$ cat src/rtl/alu_pkg.sv
package alu_pkg;
  localparam int unsigned FUNCT7_ALT_BIT = 5;

  typedef enum logic [2:0] {
    OP_ADD  = 3'b000,
    OP_SLL  = 3'b001,
    OP_SLT  = 3'b010,
    OP_SLTU = 3'b011,
    OP_XOR  = 3'b100,
    OP_SR   = 3'b101,
    OP_OR   = 3'b110,
    OP_AND  = 3'b111
  } alu_op_e;

  typedef enum logic [2:0] {
    BR_EQ  = 3'b000,
    BR_NE  = 3'b001,
    BR_RSV0 = 3'b010,
    BR_RSV1 = 3'b011,
    BR_LT  = 3'b100,
    BR_GE  = 3'b101,
    BR_LTU = 3'b110,
    BR_GEU = 3'b111
  } br_op_e;
endpackage

$ cat src/rtl/alu_addsub.sv
module alu_addsub #(
  parameter int unsigned DATA_W = 32
) (
  input  logic [DATA_W-1:0] a_i,
  input  logic [DATA_W-1:0] b_i,
  input  logic              sub_i,
  output logic [DATA_W-1:0] sum_o
);
  logic [DATA_W-1:0] b_eff;
  assign b_eff = sub_i ? ~b_i : b_i;
  assign sum_o = a_i + b_eff + DATA_W'(sub_i);
endmodule

$ cat src/rtl/alu_shifter.sv
module alu_shifter #(
  parameter int unsigned DATA_W  = 32,
  parameter int unsigned SHAMT_W = $clog2(DATA_W)
) (
  input  logic [DATA_W-1:0]  a_i,
  input  logic [SHAMT_W-1:0] shamt_i,
  input  logic               right_i,
  input  logic               arith_i,
  output logic [DATA_W-1:0]  y_o
);
  logic signed [DATA_W-1:0] a_s;
  logic signed [DATA_W-1:0] sra;
  assign a_s = a_i;
  assign sra = a_s >>> shamt_i;

  always_comb begin
    if (!right_i)     y_o = a_i << shamt_i;
    else if (arith_i) y_o = $unsigned(sra);
    else              y_o = a_i >> shamt_i;
  end

  always_comb begin
    AST_SHIFT_ZERO_IDENT: assert (shamt_i != '0 || y_o == a_i) else $error("zero shift altered operand");
  end
endmodule

$ cat src/rtl/alu_compare.sv
module alu_compare #(
  parameter int unsigned DATA_W = 32
) (
  input  logic [DATA_W-1:0] a_i,
  input  logic [DATA_W-1:0] b_i,
  output logic              eq_o,
  output logic              lt_s_o,
  output logic              lt_u_o
);
  localparam int unsigned MSB = DATA_W - 1;

  assign eq_o   = (a_i == b_i);
  assign lt_u_o = (a_i < b_i);
  // signs differ: negative operand is smaller
  assign lt_s_o = (a_i[MSB] != b_i[MSB]) ? a_i[MSB] : lt_u_o;

  always_comb begin
    AST_LT_EXCLUDES_EQ: assert (!(eq_o && (lt_s_o || lt_u_o))) else $error("equal operands reported as less");
  end
endmodule

$ cat src/rtl/alu_branch_unit.sv
module alu_branch_unit #(
  parameter int unsigned DATA_W = 32
) (
  input  logic              is_branch_i,
  input  logic [2:0]        funct3_i,
  input  logic [6:0]        funct7_i,
  input  logic [DATA_W-1:0] op_a_i,
  input  logic [DATA_W-1:0] op_b_i,
  output logic [DATA_W-1:0] result_o
);
  import alu_pkg::*;

  localparam int unsigned SHAMT_W = $clog2(DATA_W);

  logic              alt;
  logic [DATA_W-1:0] sum;
  logic [DATA_W-1:0] shifted;
  logic              cmp_eq, cmp_lt_s, cmp_lt_u;
  logic              taken;
  logic              unused_f7;

  assign alt       = funct7_i[FUNCT7_ALT_BIT];
  assign unused_f7 = ^{funct7_i[6], funct7_i[4:0]};

  alu_addsub #(.DATA_W(DATA_W)) i_addsub (
    .a_i   (op_a_i),
    .b_i   (op_b_i),
    .sub_i (alt),
    .sum_o (sum)
  );

  alu_shifter #(.DATA_W(DATA_W), .SHAMT_W(SHAMT_W)) i_shifter (
    .a_i     (op_a_i),
    .shamt_i (op_b_i[SHAMT_W-1:0]),
    .right_i (funct3_i[2]),
    .arith_i (alt),
    .y_o     (shifted)
  );

  alu_compare #(.DATA_W(DATA_W)) i_compare (
    .a_i    (op_a_i),
    .b_i    (op_b_i),
    .eq_o   (cmp_eq),
    .lt_s_o (cmp_lt_s),
    .lt_u_o (cmp_lt_u)
  );

  always_comb begin
    unique case (br_op_e'(funct3_i))
      BR_EQ:   taken = cmp_eq;
      BR_NE:   taken = !cmp_eq;
      BR_LT:   taken = cmp_lt_s;
      BR_GE:   taken = !cmp_lt_s;
      BR_LTU:  taken = cmp_lt_u;
      BR_GEU:  taken = !cmp_lt_u;
      default: taken = 1'b0;
    endcase
  end

  always_comb begin
    result_o = '0;
    if (is_branch_i) begin
      result_o[0] = taken;
    end else begin
      unique case (alu_op_e'(funct3_i))
        OP_ADD:  result_o = sum;
        OP_SLL:  result_o = shifted;
        OP_SLT:  result_o[0] = cmp_lt_s;
        OP_SLTU: result_o[0] = cmp_lt_u;
        OP_XOR:  result_o = op_a_i ^ op_b_i;
        OP_SR:   result_o = shifted;
        OP_OR:   result_o = op_a_i | op_b_i;
        OP_AND:  result_o = op_a_i & op_b_i;
        default: result_o = '0;
      endcase
    end
  end

  always_comb begin
    AST_BRANCH_UPPER_ZERO: assert (!is_branch_i || result_o[DATA_W-1:1] == '0) else $error("branch result upper bits set");
    AST_BRANCH_RSV_ZERO: assert (!(is_branch_i && funct3_i[2:1] == 2'b01) || result_o == '0) else $error("reserved branch code taken");
    AST_SUB_ZERO_IS_EQ: assert (!(!is_branch_i && funct3_i == 3'b000 && alt) || ((result_o == '0) == cmp_eq)) else $error("difference disagrees with comparator");
    AST_SLT_BOOLEAN: assert (!(!is_branch_i && funct3_i[2:1] == 2'b01) || result_o[DATA_W-1:1] == '0) else $error("set-less-than wider than one bit");
  end
endmodule

$ cat config.mk
export PLATFORM = sky130hd
export DESIGN_NAME = alu_branch_unit
export DESIGN_NICKNAME = d
export VERILOG_FILES = /design/src/rtl/alu_pkg.sv /design/src/rtl/alu_addsub.sv /design/src/rtl/alu_shifter.sv /design/src/rtl/alu_compare.sv /design/src/rtl/alu_branch_unit.sv
export SDC_FILE = /design/constraint.sdc
export NUM_CORES = 1
export LEC_CHECK = 0
export BUFFER_PORTS_ARGS = -buffer_cell sky130_fd_sc_hd__buf_2
export CORE_ASPECT_RATIO = 0.6
export CORE_MARGIN = 1
export CORE_UTILIZATION = 55
export DETAILED_ROUTE_END_ITERATION = 7
export PLACE_DENSITY = 0.81
export SLEW_MARGIN = 5
export SYNTH_ARGS = -nofsm -noshare
export SYNTH_HDL_FRONTEND = slang
export SYNTH_SLANG_ARGS = --single-unit
$ cat constraint.sdc
create_clock -name vclk -period 4.6
set_input_delay 0 -clock vclk [all_inputs]
set_output_delay 0 -clock vclk [all_outputs]
set_load 0.02 [all_outputs]
# Yosys cells after proc, flatten, opt, wreduce, memory -nomap -nowiden

Index checks and enable logic that the tools add are counted.

Flip-flop bits (word level): 0
Bits in latches: 0
RAM bits: 0
Memory bits (read-only): 0
Output and inout bits: 32
Word-level logic and storage cells: 33
Memories kept: 0

Add/subtract/negate cells: 2
Multiply operators: 0
Divide/modulo/power cells: 0
$lt $le $gt $ge: 1
Equal/unequal tests: 9
Shifts and indexed selects: 3
Mux-type cells: 9
Bitwise logic cells: 4
Reductions and logical operators: 5

Operators with widths:

| kind                                                | count |
|---|---|
| one-hot mux 31 bit (5 select lines)                 | 1 |
| two-way mux 32 bit                                  | 3 |
| adder 32 x 1 -> 32 bit                              | 1 |
| adder 32 bit                                        | 1 |
| AND 32 bit                                          | 1 |
| equality test 32 bit                                | 1 |
| less-than comparator 32 bit                         | 1 |
| inverter 32 bit                                     | 1 |
| OR 32 bit                                           | 1 |
| left shift 32 x 5 -> 32 bit                         | 1 |
| >> shifter 32 x 5 -> 32 bit                         | 1 |
| >>> shifter 32 x 5 -> 32 bit                        | 1 |
| bitwise XOR 32 bit                                  | 1 |
| two-way mux 31 bit                                  | 1 |
| equality test 3 bit, second input constant          | 4 |
| one-hot mux 1 bit (7 select lines)                  | 1 |
| equality test 3 x 2 -> 1 bit, second input constant | 2 |
| one-hot mux 1 bit (6 select lines)                  | 1 |
| equality test 3 x 1 -> 1 bit, second input constant | 1 |
| logical NOT 1 bit                                   | 3 |
| logical NOT 3 bit                                   | 1 |
| two-way mux 1 bit                                   | 2 |
| OR reduction 2 bit                                  | 1 |
| != test 1 bit                                       | 1 |

# Depth between registers and ports, before layout

Depth in word-level cells: 6
Depth in mapped cells: 15
Mapped depth without buffers: 12

# Modules after synthesis

Synthesis repeated with hierarchy kept, for this count alone.

Cells, all modules: 1301
Area total of the unflattened synthesis: 9585.4 sq um

Modules (own cells, without submodules):

| module          | times used | cells each | area an instance (sq um) | seq. area each (sq um) |
|---|---|---|---|---|
| alu_shifter     | 1          | 513        | 4080.2                   | 0.0 |
| alu_branch_unit | 1          | 354        | 2434.8                   | 0.0 |
| alu_addsub      | 1          | 314        | 2227.1                   | 0.0 |
| alu_compare     | 1          | 120        | 843.3                    | 0.0 |

# Worst setup path after synthesis

No wires, ideal clock.

Kind: input to output
Start: input port funct7_i[5]
End: output port result_o[24]
Arrival: 3.493 ns
Path slack: 1.107 ns
Stages on the path: 14
Cell sequence: clkbuf_1 > buf_1 > clkbuf_1 > xor2_1 > ha_1 > a21oi_1 > o21ai_0 > nor3_1 > a21oi_2 > a221o_1 > a311oi_1 > o221ai_1 > xnor2_1 > o22ai_1

Longest elaborated chain between the ends: 5

Ends and longest elaborated chain:

| element                                 | line                  | text |
|---|---|---|
| from (decl)                             | alu_branch_unit.sv:6  | `input logic [6:0] funct7_i,` |
| two-way mux 32 bit                      | alu_addsub.sv:10      | `assign b_eff = sub_i ? ~b_i : b_i;` |
| adder 32 bit                            | alu_addsub.sv:11      | `assign sum_o = a_i + b_eff + DATA_W'(sub_i);` |
| adder 32 x 1 -> 32 bit                  | alu_addsub.sv:11      |  |
| one-hot mux 31 bit (5 select lines) (*) | alu_branch_unit.sv:65 | `unique case (alu_op_e'(funct3_i))` |
| two-way mux 31 bit (*)                  | alu_branch_unit.sv:62 | `if (is_branch_i) begin` |
| to (decl)                               | alu_branch_unit.sv:9  | `output logic [DATA_W-1:0] result_o` |

Mark *: on every way between the ends. The rest lies on a longest branch, timed or not.

# Worst setup path after layout

Start: input port funct7_i[5]
End: output port result_o[28]

Same word-level chain as after synthesis.

==> flow_summary_export.csv <==
group,metric,value,unit
run_status,status,"finished, final reports clean",
pwr,intPower,0.444,mW
logic_synthesis,synth_commonest_cells,"156 x nor2_1, 127 x ha_1, 117 x a21oi_1",
sta,post-route-min-period,3.82,ns
logic_synthesis,yosysSeqAreaShare,0,
sta,rsz0062_at_grt,"no",
die,coreArea,14700,um2
pwr,p_sw_frac,0.643,
pwr,pwr-share-seq,0,
placed_design,dp_hpwl,27.3,mm
die,die-width,161,um
logic_synthesis,netlist.area_leader.share,0.190,
hold_path,hp-class,"primary input to primary output",
pwr,peakVddDrop,0.000109,V
finish,nFillCells,1455,
routing,vias_per_cell,6.94,
sta,fmax,0.261,GHz
logic_synthesis,yosysTopAreaCell,"ha_1",
logic_synthesis,syn-num-nets,1422,
global_route,grt_pass1_vias,8768,
placed_design,pre_cts_ws,0.964,ns
finish,clock_buffers,0,
die,row_count,34,
pwr,powerDensity,140,nW/um2
global_route,antenna_found_initial,0,
job,cap_viol_max_count,0,
logic_synthesis,yosysMostFrequentCell,"nor2_1",
routing,routed_wl,34.8,mm
sta,finalMaxSlewViolations,0,
routing,wl_per_cell,24.0,um
sta,fin_setup_tns,0,ns
setup_path,critPathMaxFanout,20,
clock_network,hold_buffers,0,
routing,drc_errors,0,
sta,hold_viol,0,
finish,n_sequential_cell,0,
sta,max-slew-margin-rel,0.279,
finish,diodes,0,
setup_path,start_kind,"primary input",
die,die_area,15700,um2
setup_path,crit_start,"funct7_i[5]",
pwr,finalPower,1.24,mW
routing,drtPass1Iterations,6,
clock_network,postCtsSetupBuffers,0,
routing,final_antenna_net_count,0,
clock_network,cts_resized,0,
logic_synthesis,avgSynthCellArea,6.85,um2
pwr,leakage,4.10,nW
global_route,grt_max_degree,72,
global_route,grt_pass1_wl,52.5,mm
die,ios,107,
sta,setup_ws,0.775,ns
pwr,power_frac_clock,0,
logic_synthesis,syn_area,8360,um2
die,dieHeight,97.5,um
setup_path,cp-end-kind,"primary output",
setup_path,crit_required,4.60,ns
sta,worst_slew_pin_slew,1.07,ns
sta,whs,0.582,ns
placed_design,finalWeightedCongestion,1.02,
finish,layout-area-overhead-vs-synth,6.62,%
sta,fin_crit_sh,0.831,
logic_synthesis,synth_area_leaders,"ha_1 19%, mux4_2 12%, a21oi_1 7.0%, nor2_1 7.0%, o21ai_0 6.7%",
finish,fin_nets,1456,
placed_design,io_buffers,101,
logic_synthesis,ys_warn_count,0,
setup_path,path_class,"primary input to primary output",
setup_path,worstPathArrival,3.82,ns
logic_synthesis,netlist_instances,1219,
global_route,gr-usage-all-layers,0.433,
routing,drt_iter0_drc,1338,
logic_synthesis,yosysUniqueCellTypes,69,
pwr,netSwitchingPower,0.801,mW
die,initial_core_util,0.569,
hold_path,hold-path-cell-count,5,
sta,setup_viol,0,
hold_path,holdCritStartpoint,"is_branch_i",
finish,seqCellArea,0,um2
pwr,combPwrFrac,1.000,
finish,drive_above_1_share,0.143,
global_route,grt_overflow,0,
routing,routed-via-count,10100,
worst paths after layout:
kind | to | slack (ns)
setup / recovery | result_o[28] | 0.78
hold / removal | result_o[25] | 0.58
power by group through the flow:
stage | Clock, mW | Combinational (mW) | Sequential (mW)
floorplan | 0 | 0.811 | 0
global placement | 0 | 1.17 | 0
detailed placement | 0 | 1.18 | 0
CTS | 0 | 1.19 | 0
global route | 0 | 1.33 | 0
finish | 0 | 1.24 | 0
metrics by stage:
step,std cells,util,area [um2]
final,1449,0.607,8910
after global routing,1449,0.607,8910
after CTS,1449,0.607,8910
after detailed placement,1449,0.607,8910
after global placement,1449,0.607,8910
after floorplan,1219,-,8360
final cells by class:
class,instances,area [um2],share of cell area
tap,198,248,0.0278
timing repair buffer,121,661,0.0742
inverter,92,345,0.0388
multi-input combinational,1038,7650,0.859
logic make-up (layout without fill, tap and decap cells):
| kind of cell | Yosys count | count (layout) | synth area share |
|---|---|---|---|
| compound gates | 400 | 400 | 0.301 |
| buf+inv | 181 | 213 | 0.0848 |
| xor+xnor | 51 | 51 | 0.0535 |
| simple gates | 373 | 373 | 0.200 |
| mux | 86 | 86 | 0.168 |
| fa+ha+maj | 128 | 128 | 0.193 |
critical path, stage by stage:
cell	delay, ns
buf_2	0.51
mux2i_1	0.26
fa_1	0.46
nand2b_1	0.21
a21oi_1	0.15
buf_4	0.16
a21oi_1	0.09
a21oi_2	0.22
a221o_1	0.24
a311oi_1	0.22
nor4b_1	0.68
mux2i_1	0.18
a211o_1	0.29
buf_2	0.15
metal layers:
layer,track usage,vias to the layer above,part of all wire
met1,0.669,4756,0.44
met4,0.0486,0,0.012
li1,-,4520,-
met5,0,-,0
met3,0.157,43,0.18
met2,0.566,732,0.37
cell usage in the layout (no fill, tap or decap), types with 24 or more instances in the layout:
cell type,Yosys,final
a21oi_1,117,117
buf_2,14,99
ha_1,127,127
inv_1,89,88
mux2i_1,40,40
mux4_2,43,43
nand2_1,95,95
nor2_1,156,155
nor3_1,25,24
o21ai_0,112,112
xor2_1,39,39
No activity file was read; power rests on OpenSTA's default activity.
